### src/rtl/serial_rx_pkg.sv
package serial_rx_pkg;
  typedef enum logic [2:0] {
    RX_IDLE,
    RX_START,
    RX_DATA,
    RX_PAR,
    RX_STOP
  } rx_state_e;
endpackage

### src/rtl/rx_line_sync.sv
module rx_line_sync #(
  parameter int STAGES = 2
) (
  input  logic clk,
  input  logic rst,
  input  logic din,
  output logic dout
);
  logic [STAGES-1:0] chain;

  always_ff @(posedge clk) begin
    if (rst) chain <= '1;
    else     chain <= {chain[STAGES-2:0], din};
  end

  assign dout = chain[STAGES-1];
endmodule

### src/rtl/rx_parity_eval.sv
module rx_parity_eval #(
  parameter int DW = 8
) (
  input  logic [DW-1:0] data,
  input  logic          slot,
  input  logic          even_sel,
  input  logic          sticky,
  output logic          par_err
);
  logic odd_total;

  always_comb begin
    odd_total = (^data) ^ slot;
    if (sticky) par_err = (slot == even_sel);
    else        par_err = even_sel ? odd_total : ~odd_total;
  end
endmodule

### src/rtl/rx_frame_fsm.sv
module rx_frame_fsm
  import serial_rx_pkg::*;
#(
  parameter int OVS      = 16,
  parameter int DW       = 8,
  parameter int MIN_BITS = 5
) (
  input  logic                 clk,
  input  logic                 rst,
  input  logic                 tick,
  input  logic                 line,
  input  logic [$clog2(DW-MIN_BITS+1)-1:0] cfg_len,
  input  logic                 cfg_par_en,
  input  logic                 cfg_even_sel,
  input  logic                 cfg_sticky,
  output logic                 rx_valid,
  output logic [DW-1:0]        rx_data,
  output logic                 rx_par_err,
  output logic                 rx_frm_err
);
  localparam int CNT_W = $clog2(OVS);
  localparam int IDX_W = $clog2(DW);
  localparam int LEN_W = $clog2(DW-MIN_BITS+1);
  localparam int HALF  = OVS / 2;

  rx_state_e         state;
  logic [CNT_W-1:0]  cnt;
  logic [IDX_W-1:0]  idx;
  logic [IDX_W-1:0]  last_idx;
  logic [DW-1:0]     shreg;
  logic              slot_q;
  logic [LEN_W-1:0]  len_q;
  logic              par_en_q, even_q, sticky_q;
  logic              par_bad;
  logic              at_mid;

  assign last_idx = IDX_W'(MIN_BITS-1) + IDX_W'(len_q);
  assign at_mid   = (cnt == CNT_W'(OVS-1));

  rx_parity_eval #(.DW(DW)) u_par (
    .data     (shreg),
    .slot     (slot_q),
    .even_sel (even_q),
    .sticky   (sticky_q),
    .par_err  (par_bad)
  );

  always_ff @(posedge clk) begin
    if (rst) begin
      state      <= RX_IDLE;
      cnt        <= '0;
      idx        <= '0;
      shreg      <= '0;
      slot_q     <= 1'b0;
      len_q      <= '0;
      par_en_q   <= 1'b0;
      even_q     <= 1'b0;
      sticky_q   <= 1'b0;
      rx_valid   <= 1'b0;
      rx_data    <= '0;
      rx_par_err <= 1'b0;
      rx_frm_err <= 1'b0;
    end else begin
      rx_valid <= 1'b0;
      if (tick) begin
        unique case (state)
          RX_IDLE: begin
            if (!line) begin
              state    <= RX_START;
              cnt      <= '0;
              idx      <= '0;
              shreg    <= '0;
              len_q    <= cfg_len;
              par_en_q <= cfg_par_en;
              even_q   <= cfg_even_sel;
              sticky_q <= cfg_sticky;
            end
          end
          RX_START: begin
            if (cnt == CNT_W'(HALF-1)) begin
              cnt   <= '0;
              state <= line ? RX_IDLE : RX_DATA;
            end else begin
              cnt <= cnt + 1'b1;
            end
          end
          RX_DATA: begin
            if (at_mid) begin
              cnt        <= '0;
              shreg[idx] <= line;
              if (idx == last_idx) begin
                idx   <= '0;
                state <= par_en_q ? RX_PAR : RX_STOP;
              end else begin
                idx <= idx + 1'b1;
              end
            end else begin
              cnt <= cnt + 1'b1;
            end
          end
          RX_PAR: begin
            if (at_mid) begin
              cnt    <= '0;
              slot_q <= line;
              state  <= RX_STOP;
            end else begin
              cnt <= cnt + 1'b1;
            end
          end
          RX_STOP: begin
            if (at_mid) begin
              cnt        <= '0;
              state      <= RX_IDLE;
              rx_valid   <= 1'b1;
              rx_data    <= shreg;
              rx_frm_err <= ~line;
              rx_par_err <= par_en_q & par_bad;
            end else begin
              cnt <= cnt + 1'b1;
            end
          end
          default: state <= RX_IDLE;
        endcase
      end
    end
  end

  AST_VALID_ONE_CYCLE: assert property (@(posedge clk) disable iff (rst)
    rx_valid |=> !rx_valid);
  AST_ZERO_FILL: assert property (@(posedge clk) disable iff (rst)
    rx_valid |-> ((rx_data >> (MIN_BITS + int'(len_q))) == '0));
  AST_NO_PAR_ERR_OFF: assert property (@(posedge clk) disable iff (rst)
    (rx_valid && !par_en_q) |-> !rx_par_err);
  AST_START_NEEDS_LOW: assert property (@(posedge clk) disable iff (rst)
    (state == RX_IDLE && tick && line) |=> (state == RX_IDLE));
endmodule

### src/rtl/serial_rx_sticky.sv
module serial_rx_sticky #(
  parameter int OVS         = 16,
  parameter int DW          = 8,
  parameter int MIN_BITS    = 5,
  parameter int SYNC_STAGES = 2
) (
  input  logic          clk,
  input  logic          rst,
  input  logic          tick16,
  input  logic          rxd,
  input  logic [1:0]    cfg_len,
  input  logic          cfg_par_en,
  input  logic          cfg_even_sel,
  input  logic          cfg_sticky,
  input  logic          irq_en,
  input  logic          irq_ack,
  output logic          rx_valid,
  output logic [DW-1:0] rx_data,
  output logic          rx_par_err,
  output logic          rx_frm_err,
  output logic          irq_err
);
  logic line_s;

  rx_line_sync #(.STAGES(SYNC_STAGES)) u_sync (
    .clk  (clk),
    .rst  (rst),
    .din  (rxd),
    .dout (line_s)
  );

  rx_frame_fsm #(.OVS(OVS), .DW(DW), .MIN_BITS(MIN_BITS)) u_fsm (
    .clk          (clk),
    .rst          (rst),
    .tick         (tick16),
    .line         (line_s),
    .cfg_len      (cfg_len),
    .cfg_par_en   (cfg_par_en),
    .cfg_even_sel (cfg_even_sel),
    .cfg_sticky   (cfg_sticky),
    .rx_valid     (rx_valid),
    .rx_data      (rx_data),
    .rx_par_err   (rx_par_err),
    .rx_frm_err   (rx_frm_err)
  );

  always_ff @(posedge clk) begin
    if (rst)                                                irq_err <= 1'b0;
    else if (rx_valid && (rx_par_err || rx_frm_err) && irq_en) irq_err <= 1'b1;
    else if (irq_ack)                                       irq_err <= 1'b0;
  end

  AST_IRQ_HOLD: assert property (@(posedge clk) disable iff (rst)
    (irq_err && !irq_ack) |=> irq_err);
  AST_IRQ_SOURCE: assert property (@(posedge clk) disable iff (rst)
    $rose(irq_err) |-> $past(rx_valid && (rx_par_err || rx_frm_err) && irq_en));
endmodule

### config.mk
export PLATFORM = sky130hd
export DESIGN_NAME = serial_rx_sticky
export DESIGN_NICKNAME = d
export VERILOG_FILES = /design/src/rtl/serial_rx_pkg.sv /design/src/rtl/rx_line_sync.sv /design/src/rtl/rx_parity_eval.sv /design/src/rtl/rx_frame_fsm.sv /design/src/rtl/serial_rx_sticky.sv
export SDC_FILE = /design/constraint.sdc
export NUM_CORES = 1
export LEC_CHECK = 0
export BUFFER_PORTS_ARGS = -buffer_cell sky130_fd_sc_hd__buf_2
export CAP_MARGIN = 10
export CORE_ASPECT_RATIO = 1.1
export CORE_UTILIZATION = 30
export CTS_BUF_LIST = sky130_fd_sc_hd__clkbuf_4 sky130_fd_sc_hd__clkbuf_8 sky130_fd_sc_hd__clkbuf_16
export CTS_CLUSTER_SIZE = 25
export DETAILED_ROUTE_END_ITERATION = 6
export HOLD_SLACK_MARGIN = 0.12
export RECOVER_POWER = 50
export SLEW_MARGIN = 25
export SYNTH_ARGS = -nofsm -noshare
export SYNTH_HDL_FRONTEND = slang
export SYNTH_SLANG_ARGS = --single-unit
### constraint.sdc
create_clock -name clk -period 5.35 [get_ports clk]
set_input_delay 0.535 -clock clk [delete_from_list [all_inputs] [get_ports clk]]
set_output_delay 0.535 -clock clk [all_outputs]
set_load 0.01 [all_outputs]
==> qor.yml, run 1 <==
power:
  power.density_mw_per_mm2: 253
  clkPwrFrac_pct: 39.9
  combPwrFrac_pct: 4.3
  irDropWorstVdd_v: 0.000109
  p_int_mw: 0.403
  switching_power_mw: 0.113
  p_seq_share_pct: 55.8
  netSwitchingFraction_pct: 21.9
  p_total_mw: 0.516
  leakage_nw: 0.733
routing:
  routed-via-count: 1466
  finalWirelength_um: 3530
  post_drt_wl_per_cell_um: 11.6
  drcViolationCount: 0
  drtIter0Drc: 75
  dr.pass1.iters: 4
  detail-route-antenna-nets: 0
  avgViaCountPerCell: 4.81
grt:
  grt_pass1_wl_um: 6090
  grt.met3_usage_pct: 3.39
  grt.busiest_layer: "met2"
  grt_overflow: 0
  grt_pass1_vias: 1327
  antenna_found_initial: 0
  groute.usage.overall_pct: 12.0
  grtUsageMet2_pct: 17.4
  grt_max_degree: 39
  grt_use_met1_pct: 16.0
clock_tree:
  cts_max_level: 2
  clk_path_buf_depth: 2
  postCtsHoldBufs: 0
  clk_latency_ns: 0.29
  cts_resized: 0
  cts_root_buffer: "clkbuf_8"
  tritoncts: "done"
  clk_pin_slew_ns: 0.07
  cts_buffers: 5
  cts.sinks: 38
  cts_setup_buffers: 0
worst_setup_path:
  cpPeakStageDelay_ns: 0.81
  path_max_fanout: 15
  path_cells: "ha_1 -> nand2_1 -> or4_1 -> nor4_2 -> mux2i_1 -> a21oi_1"
  cp-end-kind: "flop"
  worstPathRequired_ns: 5.56
  timing.rr.start: "u_fsm.cnt[0]$_SDFFE_PP0P_"
  worst_path_max_delay_cell: "or4_1"
  ff2ff_path_depth: 6
  criticalPathCategory: "reg -> reg"
  ff2ff_setup_slack_ns: 3.23
  cp-start-kind: "flop"
  worstReg2RegEnd: "u_fsm.rx_par_err$_SDFFE_PP0P_"
  cp.arrival_ns: 2.33
timing:
  fin_skew_ns: 0.00422
  fin_crit_ns: 2.12
  finalSetupViolCount: 0
  fin_setup_tns_ns: 0
  finalCritPeriodShare_pct: 39.6
  rsz0062_at_grt: "false"
  fmax_mhz: 472
  maxSlewViolCount: 39
  slew_headroom_pct: -6.90
  hold_viol: 0
  tightest_slew_ns: 1.60
cells_and_area:
  drive_gt1_share_pct: 11.0
  nNetsFinal: 240
  final_common_cell: "dfxtp_1"
  area_delta_synth_final_pct: 11.3
  diodes: 0
  final_cell_mix: "dfxtp_1 (38), nor2_1 (29), a21oi_1 (24), mux2i_1 (17), clkbuf_1 (13)"
yosys:
  synth_nets: 225
  synthMuxAreaShare_pct: 9.29
  synth-seq-cells: 38
  synth_fa_ha_area_share_pct: 1.37
  synth_xor_area_share_pct: 5.26
  synthArstFlopShare_pct: 0
  synth_seq_area_share_pct: 41.5
  synth_edf_count: 0
  synth_top_family_by_area: "simple AND/OR/NAND/NOR gates"
  ys.flop_type: "dfxtp_1"
  synth_compound_area_share_pct: 14.2
  avgSynthCellArea_um2: 8.64
  yosysUniqueCellTypes: 40
  synth_cells: 212
  yosys.area_share.simple_pct: 23.6
  yosys_warnings: 0
  syn_area_mm2: 0.00183
worst_hold_path:
  hold_depth: 1
  hp-class: "reg -> reg"
  min_to: "u_sync.chain[1]$_SDFF_PP1_"
  holdCritStartpoint: "u_sync.chain[0]$_SDFF_PP1_"
floorplanning:
  die-area_mm2: 0.00642
  core-area_mm2: 0.00584
  start_util_pct: 31.4
  rows: 29
  fp.dieW_um: 76.5
  pin_count: 23
  die_y_um: 84.0
outcome:
  status: "finished with violations"
  violations: "max-capacitance violations, max-slew violations"
job:
  maxCapViolations: 1
place:
  portBuffers: 22
  place_congestion: 0.861
  dpl.hpwl_um: 2490
[state kept, by name (all words and copies together), names as in the netlist]
name and cells:
irq_err 1, u_fsm.shreg 8, u_fsm.rx_par_err 1, u_fsm.cnt 4
u_fsm.len_q 2, u_fsm.even_q 1, u_fsm.rx_valid 1, u_fsm.state 3
u_sync.chain 2, u_fsm.rx_frm_err 1, u_fsm.sticky_q 1, u_fsm.par_en_q 1
u_fsm.slot_q 1, u_fsm.idx 3, u_fsm.rx_data 8
[per-stage QoR]
stage,util [%],hold WS [ns],worst slack [ns],area (µm²),std cells
floorplan,-,0.389,3.61,1830,212
global placement,33.7,0.390,3.26,1970,297
detailed placement,33.7,0.400,3.24,1970,297
CTS,35.3,0.414,3.24,2060,305
global route,34.9,0.415,3.05,2040,305
finish,34.9,0.412,3.23,2040,305
[power groups by stage]
stage | Sequential [mW] | Combinational, mW | Clock [mW]
after global placement | 0.294 | 0.0225 | 0
after detailed placement | 0.295 | 0.0225 | 0
final | 0.288 | 0.0220 | 0.206
after global routing | 0.288 | 0.0243 | 0.231
after floorplan | 0.293 | 0.0174 | 0
after CTS | 0.288 | 0.0226 | 0.214
[cell families (layout without fill, tap and decap cells)]
group                    count (synthesis)  in the layout
adder cells (fa/ha/maj)                  2              2
buffers and inverters                   18             34
multiplexers                            17             17
AND/OR/NAND/NOR                         79             79
AO/OA/AOI/OAI                           47             47
flip-flops                              38             38
XOR/XNOR                                11             11
[cell type report]
cell class	instances	area, µm²
tap	77	96.3
clock buffer	7	90.1
inverter	4	15.0
clock inverter	1	5.00
multi-input combinational	156	978
timing repair buffer	22	93.8
sequential	38	761
fill	609	3800
[synth_stat cells, types with 2 or more instances]
cell type	count	area share, %
a21oi_1	24	6.6
a31oi_1	4	1.4
and2_1	2	0.68
buf_2	3	0.82
buf_4	2	0.82
clkbuf_1	8	1.6
dfxtp_1	38	42
ha_1	2	1.4
inv_1	4	0.82
mux2i_1	17	9.3
nand2_1	10	2.0
nand2b_1	2	0.68
nand3_1	10	2.7
nand4_1	4	1.4
nor2_1	29	5.9
nor2b_1	3	1.0
nor3_1	2	0.55
nor4_2	2	1.4
o21ai_0	11	3.0
or2_2	3	1.0
or3_1	2	0.68
or4_1	2	0.82
xnor2_1	11	5.3
[metal layers]
| layer | vias to the layer above | part of all wire (%) | wire (µm) |
|---|---|---|---|
| met3 | 7 | 4.7 | 166 |
| li1 | 776 | - | - |
| met5 | - | 0 | 0 |
| met4 | 0 | 2.4 | 85 |
| met1 | 653 | 51 | 1810 |
| met2 | 30 | 42 | 1470 |
[worst max-delay path: cells and delay by family, from the launching register on]
family	cells	cell delay [ns]
adders and majority gates	1	0.23
muxes	1	0.10
AOI/OAI and AO/OA	1	0.14
and+or+nand+nor	3	1.20
DFF	1	0.37
[worst max path at each step]
| stage | depth (start not counted) | end | slack [ns] | start |
|---|---|---|---|---|
| after global placement | 6 | u_fsm.rx_par_err$_SDFFE_PP0P_ | 3.26 | tick16 |
| after CTS | 6 | u_fsm.rx_par_err$_SDFFE_PP0P_ | 3.24 | u_fsm.cnt[0]$_SDFFE_PP0P_ |
| after detailed placement | 6 | u_fsm.rx_par_err$_SDFFE_PP0P_ | 3.24 | tick16 |
| after global routing | 6 | u_fsm.rx_par_err$_SDFFE_PP0P_ | 3.05 | u_fsm.cnt[0]$_SDFFE_PP0P_ |
| after floorplan | 7 | u_fsm.rx_par_err$_SDFFE_PP0P_ | 3.61 | u_fsm.cnt[0]$_SDFFE_PP0P_ |
| final | 6 | u_fsm.rx_par_err$_SDFFE_PP0P_ | 3.23 | u_fsm.cnt[0]$_SDFFE_PP0P_ |
Note: power is estimated with default switching activity, not from simulation.
==> run 2: changes to the inputs <==
Clock period 5.35 ns to 1.75 ns, I/O delays scaled along.
==> run 2 against run 1 <==
Compared with the run above: the flow now finishes without violations; routed wire length increased by 8.8%; non-clock buffer count increased by 19; utilization increased by 3.1 points; clock power increased to 2.7 times the previous value; setup slack got worse by 3.2 ns; register-to-register slack got worse by 3.2 ns; clock skew increased by 0.0034 ns; hold slack got worse by 0.28 ns; critical path type unchanged; largest cell class unchanged.
==> qor.yml, run 2 (same netlist as run 1, synthesis figures left out) <==
cells_and_area:
  final_common_cell: "dfxtp_1"  # unchanged
  nNetsFinal: 259  # was 240
  multi_input_area_mm2: 0.00101  # was 978 µm²
  final_area_mm2: 0.00222  # was 0.00204 mm²
  drive_gt1_share_pct: 20.3  # was 11.0%
  final-seq-area_um2: 771  # was 761 µm²
  diodes: 0  # unchanged
  fillers: 597  # was 609
  top_regs: "u_fsm.rx_data (8), u_fsm.shreg (8), u_fsm.cnt (4)"  # unchanged
  final_cell_mix: "dfxtp_1 (34), nor2_1 (28), a21oi_1 (24), mux2i_1 (17)"  # was dfxtp_1 (38), nor2_1 (29), a21oi_1 (24), mux2i_1 (17), clkbuf_1 (13)
  area_delta_synth_final_pct: 21.2  # was 11.3%
floorplanning:
  die_y_um: 84.0  # unchanged
  start_util_pct: 31.4  # unchanged
  core-area_mm2: 0.00584  # unchanged
  die-area_mm2: 0.00642  # unchanged
  pin_count: 23  # unchanged
  fp.dieW_um: 76.5  # unchanged
  rows: 29  # unchanged
place:
  dpl.hpwl_um: 2710  # was 2490 µm
  place_area_mm2: 0.00207  # was 0.00197 mm²
  place_congestion: 0.821  # was 0.861
  portBuffers: 22  # unchanged
  pre_cts_slack_ns: -0.0464  # was 3.24 ns
routing:
  routed-via-count: 1555  # was 1,466
  finalWirelength_um: 3840  # was 3530 µm
  post_drt_wl_per_cell_um: 11.9  # was 11.6 µm
  detail-route-antenna-nets: 0  # unchanged
  drtIter0Drc: 52  # was 75
  drcViolationCount: 0  # unchanged
  dr.pass1.iters: 4  # unchanged
  avgViaCountPerCell: 4.81  # about the same
timing:
  setup_ws_ns: 0.0646  # was 3.23 ns
  finalSetupViolCount: 0  # unchanged
  fin_skew_ns: 0.00764  # was 0.00422 ns
  slew_headroom_pct: 54.7  # was -6.90%
  rsz0062_at_grt: "true"  # was false
  tightest_slew_ns: 0.679  # was 1.60 ns
  fmax_mhz: 593  # was 472 MHz
  maxSlewViolCount: 0  # was 39
  fin_crit_ns: 1.69  # was 2.12 ns
  finalCritPeriodShare_pct: 96.3  # was 39.6%
  hold_viol: 0  # unchanged
  hold_slack_ns: 0.135  # was 0.412 ns
worst_setup_path:
  path_max_fanout: 3  # was 15
  criticalPathCategory: "reg -> reg"  # unchanged
  worstReg2RegEnd: "u_fsm.cnt[3]$_SDFFE_PP0P_"  # was u_fsm.rx_par_err$_SDFFE_PP0P_
  cp-start-kind: "flop"  # unchanged
  timing.rr.start: "u_fsm.cnt[0]$_SDFFE_PP0P_"  # unchanged
  crit_path_start: "u_fsm.cnt[0]$_SDFFE_PP0P_"  # unchanged
  ff2ff_setup_slack_ns: 0.06  # was 3.23 ns
  cp.arrival_ns: 1.89  # was 2.33 ns
  ff2ff_path_depth: 7  # was 6
  worstPathRequired_ns: 1.96  # was 5.56 ns
  cp-end-kind: "flop"  # unchanged
outcome:
  status: "completed"  # was finished with violations
clock_tree:
  cts_buffers: 5  # unchanged
  tritoncts: "done"  # unchanged
  cts_max_level: 2  # unchanged
  cts_root_buffer: "clkbuf_8"  # unchanged
  cts.sinks: 38  # unchanged
  clk_pin_slew_ns: 0.07  # about the same
  clk_latency_ns: 0.29  # about the same
  clk_path_buf_depth: 2  # unchanged
grt:
  grt_pass1_vias: 1473  # was 1,327
  grt_pass1_wl_um: 6670  # was 6090 µm
  grt_max_degree: 39  # unchanged
  groute.usage.overall_pct: 12.9  # was 12.0%
  grt_overflow: 0  # unchanged
  antenna_found_initial: 0  # unchanged
power:
  leakage_nw: 0.831  # was 0.733 nW
  irDropWorstVdd_v: 0.000346  # was 0.000109 V
  power.density_mw_per_mm2: 687  # was 253 mW/mm²
worst_hold_path:
  hp-class: "in -> reg"  # was reg -> reg
  hold_depth: 3  # was 1
  min_to: "u_fsm.len_q[0]$_SDFFE_PP0P_"  # was u_sync.chain[1]$_SDFF_PP1_
  holdCritStartpoint: "cfg_len[0]"  # was u_sync.chain[0]$_SDFF_PP1_
job:
  maxCapViolations: 0  # was 1
-- run 2: cell count changes in the layout (fill, tap and decap cells not counted), moves of 2 or more --
cell           change
buf_4             +13
dfxtp_1            -4
dlygate4sd3_1      +4
dfxtp_2            +2
dfxtp_4            +2
-- run 2: repair_timing --
item / CTS / global route
endpoints found under the setup margin: 8 / 26
pin swaps: 0 / 3
hold endpoints to repair: 4 / 0
hold buffers: 4 / 0
setup buffers: 0 / 1
resized for setup: 4 / 11
-- run 2: cell type report --
| type | instances | area share [%] |
|---|---|---|
| well taps | 77 | 4.34 |
| inverters | 4 | 0.676 |
| flip-flops and latches | 38 | 34.7 |
| clock buffers | 5 | 3.10 |
| clock inverters | 2 | 0.451 |
| repair buffers | 41 | 11.2 |
| multi-input cells | 156 | 45.6 |
-- run 2: worst max-delay path by stage --
stage / end / slack, ns / cells past startpoint
2_1_floorplan: u_fsm.rx_par_err$_SDFFE_PP0P_ / 0.01 / 7
3_3_place_gp: u_fsm.cnt[3]$_SDFFE_PP0P_ / -0.04 / 5
3_5_place_dp: u_fsm.cnt[3]$_SDFFE_PP0P_ / -0.05 / 5
4_1_cts: u_fsm.rx_data[2]$_SDFFE_PP0P_ / 0.02 / 6
5_1_grt: u_fsm.cnt[3]$_SDFFE_PP0P_ / -0.02 / 7
6_report: u_fsm.cnt[3]$_SDFFE_PP0P_ / 0.06 / 7
-- run 2: through the flow --
step	power (mW)	instances	util, %	TNS (ns)
after floorplan	0.948	212	-	0
after global placement	0.976	311	35.5	-0.0404
after detailed placement	0.977	311	35.5	-0.0778
after CTS	1.56	322	37.7	0
after global routing	1.60	323	38.0	-0.0407
final	1.53	323	38.0	0
-- run 2: report_power, final --
| group | total (mW) | internal (mW) | leakage, nW | switching [mW] |
|---|---|---|---|---|
| Combinational | 0.0906 | 0.0424 | 0.478 | 0.0482 |
| Clock | 0.559 | 0.267 | 0.0438 | 0.292 |
| Sequential | 0.877 | 0.869 | 0.309 | 0.00803 |
| Total | 1.53 | 1.18 | 0.831 | 0.348 |
-- run 2: per-layer routing --
metal / GRT usage, % / up-vias / share of wire [%]
li1: - / 814 / -
met1: 15.7 / 709 / 50
met2: 21.3 / 27 / 45
met3: 3.50 / 5 / 3.1
met4: 5.59 / 0 / 1.6
met5: 0 / - / 0
-- run 2: worst max-delay path: stages, from the launching register on --
cell and delay (ns):
dfxtp_1 0.32, ha_1 0.21, buf_4 0.15, nand3_1 0.07, o21ai_1 0.08, and2_1 0.17, or4_1 0.49, a31oi_1 0.13
==> run 3: changes to the inputs <==
Settings changed: REMOVE_ABC_BUFFERS from default to 1.
==> run 3 against run 2 <==
Compared with the run above: critical path depth did not move; largest power group is now clock; hold slack improved by 0.0059 ns; critical endpoint is now u_fsm.idx[2]$_SDFFE_PP0P_; critical path type unchanged; clock power up 65%.
==> qor.yml, run 3 (same netlist as run 1, synthesis figures left out) <==
cells_and_area:
  nNetsFinal: 263  # was 259
  diodes: 0  # unchanged
  area_delta_synth_final_pct: 29.5  # was 21.2%
  drive_gt1_share_pct: 28.7  # was 20.3%
  top_regs: "u_fsm.rx_data (8), u_fsm.shreg (8), u_fsm.cnt (4)"  # unchanged
  multi_input_area_mm2: 0.00105  # was 0.00101 mm²
  instances_no_fill: 328  # was 323
  final_cell_mix: "dfxtp_1 (33), nor2_1 (28), a21oi_1 (24), buf_2 (22), mux2i_1 (17)"  # was dfxtp_1 (34), nor2_1 (28), a21oi_1 (24), mux2i_1 (17)
  fillers: 595  # was 597
  final_common_cell: "dfxtp_1"  # unchanged
  final-seq-area_um2: 772  # was 771 µm²
timing:
  rsz0062_at_grt: "true"  # unchanged
  finalCritPeriodShare_pct: 96.2  # was 96.3%
  slew_headroom_pct: 53.1  # was 54.7%
  tightest_slew_ns: 0.703  # was 0.679 ns
  fin_crit_ns: 1.68  # was 1.69 ns
  hold_viol: 0  # unchanged
  fin_setup_tns_ns: 0  # unchanged
  maxSlewViolCount: 0  # unchanged
  setup_ws_ns: 0.0667  # was 0.0646 ns
  fmax_mhz: 594  # was 593 MHz
  finalSetupViolCount: 0  # unchanged
  fin_skew_ns: 0.00449  # was 0.00764 ns
worst_setup_path:
  timing.rr.start: "u_fsm.cnt[0]$_SDFFE_PP0P_"  # unchanged
  ff2ff_path_depth: 7  # unchanged
  worstSetupPathDepth: 7  # unchanged
  endpoint: "u_fsm.idx[2]$_SDFFE_PP0P_"  # was u_fsm.cnt[3]$_SDFFE_PP0P_
  worstPathRequired_ns: 1.97  # was 1.96 ns
  path_cells: "ha_4 -> buf_4 -> nand4_1 -> a211o_4 -> nor2_2 -> nand3_1 -> a21oi_1"  # was ha_1 -> buf_4 -> nand3_1 -> o21ai_1 -> and2_1 -> or4_1 -> a31oi_1
  path_max_fanout: 7  # was 3
  worst_path_max_delay_cell: "a211o_4"  # was or4_1
  cp-start-kind: "flop"  # unchanged
  ff2ff_setup_slack_ns: 0.07  # was 0.06 ns
  worstReg2RegEnd: "u_fsm.idx[2]$_SDFFE_PP0P_"  # was u_fsm.cnt[3]$_SDFFE_PP0P_
  critPathBufInv: 1  # unchanged
  cpPeakStageDelay_ns: 0.45  # was 0.49 ns
  cp.arrival_ns: 1.90  # was 1.89 ns
  crit_path_start: "u_fsm.cnt[0]$_SDFFE_PP0P_"  # unchanged
  criticalPathCategory: "reg -> reg"  # unchanged
  cp_top_family: "compound AO/OA/AOI/OAI gates"  # was simple AND/OR/NAND/NOR gates
  cp-end-kind: "flop"  # unchanged
routing:
  routed-via-count: 1612  # was 1,555
  avgViaCountPerCell: 4.91  # was 4.81
  post_drt_wl_per_cell_um: 12.2  # was 11.9 µm
  detail-route-antenna-nets: 0  # unchanged
  drtIter0Drc: 91  # was 52
  finalWirelength_um: 3990  # was 3840 µm
  drcViolationCount: 0  # unchanged
  dr.pass1.iters: 4  # unchanged
clock_tree:
  cts_root_buffer: "clkbuf_8"  # unchanged
  clk_latency_ns: 0.29  # about the same
  clk_pin_slew_ns: 0.07  # about the same
  cts_max_level: 2  # unchanged
  cts_setup_buffers: 0  # unchanged
  clk_path_buf_depth: 2  # unchanged
  tritoncts: "done"  # unchanged
  cts_buffers: 5  # unchanged
  cts.sinks: 38  # unchanged
outcome:
  status: "completed"  # unchanged
place:
  dpl.hpwl_um: 2640  # was 2710 µm
  place_congestion: 0.857  # was 0.821
  pre_cts_slack_ns: -0.0482  # was -0.0464 ns
  portBuffers: 22  # unchanged
  place_inst: 313  # was 311
grt:
  grt_overflow: 0  # unchanged
  groute.usage.overall_pct: 12.8  # was 12.9%
  grt_pass1_vias: 1457  # was 1,473
  grt_pass1_wl_um: 6670  # unchanged
  grt_max_degree: 39  # unchanged
  antenna_found_initial: 0  # unchanged
floorplanning:
  fp.dieW_um: 76.5  # unchanged
  pin_count: 23  # unchanged
  die_y_um: 84.0  # unchanged
  core-area_mm2: 0.00584  # unchanged
  start_util_pct: 31.4  # unchanged
  die-area_mm2: 0.00642  # unchanged
  rows: 29  # unchanged
power:
  p_total_mw: 1.89  # was 1.53 mW
  leakage_nw: 0.942  # was 0.831 nW
  power.density_mw_per_mm2: 798  # was 687 mW/mm²
  irDropWorstVdd_v: 0.000295  # was 0.000346 V
job:
  maxCapViolations: 0  # unchanged
worst_hold_path:
  hp-class: "in -> reg"  # unchanged
## run 3: changes by cell type in the layout (fill, tap and decap cells not counted), moves of 2 or more
cell / delta
bufinv_16: +2
clkbuf_1: -13
clkinv_2: -2
buf_2: +12
buf_4: +2
dlygate4sd3_1: +2
## run 3: worst reg2reg max path, cell delays in order, from the launching register on
cell,delay (ns)
dfxtp_4,0.37
ha_4,0.13
buf_4,0.11
nand4_1,0.20
a211o_4,0.45
nor2_2,0.15
nand3_1,0.08
a21oi_1,0.13
## run 3: report_power, final
group | switching, mW | internal (mW)
Sequential | 0.00702 | 0.868
Clock | 0.313 | 0.608
Combinational | 0.0509 | 0.0461
Total | 0.371 | 1.52
## run 3: final cells by class
type                       instances  area share [%]
multi-input combinational        157            44.4
sequential                        38            32.5
timing repair buffer              44            12.4
tap                               77            4.06
clock buffer                       6            3.48
clock inverter                     2            2.53
inverter                           4           0.633
## run 3: through the flow
| stage | util, % | hold WS, ns | instance area [µm²] |
|---|---|---|---|
| after floorplan | - | 0.244 | 1760 |
| after global placement | 35.7 | 0.358 | 2090 |
| after detailed placement | 35.7 | 0.361 | 2090 |
| after CTS | 39.4 | 0.133 | 2300 |
| after global routing | 40.6 | 0.156 | 2370 |
| final | 40.6 | 0.141 | 2370 |
## run 3: repair_timing
| action | CTS | global route |
|---|---|---|
| hold endpoints to repair | 6 | 0 |
| gates resized for setup | 3 | 21 |
| gates cloned | 0 | 1 |
| endpoints found under the setup margin | 6 | 26 |
| pin swaps | 0 | 6 |
| hold buffers | 6 | 0 |
## run 3: how the worst min path moves through the flow
stage / slack, ns / start / depth (start not counted) / endpoint
4_1_cts: 0.13 / irq_ack / 3 / irq_err$_SDFFE_PP0P_
6_report: 0.14 / irq_ack / 3 / irq_err$_SDFFE_PP0P_
3_5_place_dp: 0.36 / rxd / 2 / u_sync.chain[0]$_SDFF_PP1_
2_1_floorplan: 0.24 / rst / 1 / irq_err$_SDFFE_PP0P_
5_1_grt: 0.16 / irq_ack / 3 / irq_err$_SDFFE_PP0P_
3_3_place_gp: 0.36 / rxd / 2 / u_sync.chain[0]$_SDFF_PP1_
## run 3: routing by layer
metal | track usage, % | up-vias | share of wire (%)
met1 | 17.1 | 745 | 50
li1 | - | 823 | -
met5 | 0 | - | 0
met2 | 19.5 | 38 | 44
met3 | 3.06 | 6 | 4.0
met4 | 5.77 | 0 | 1.8
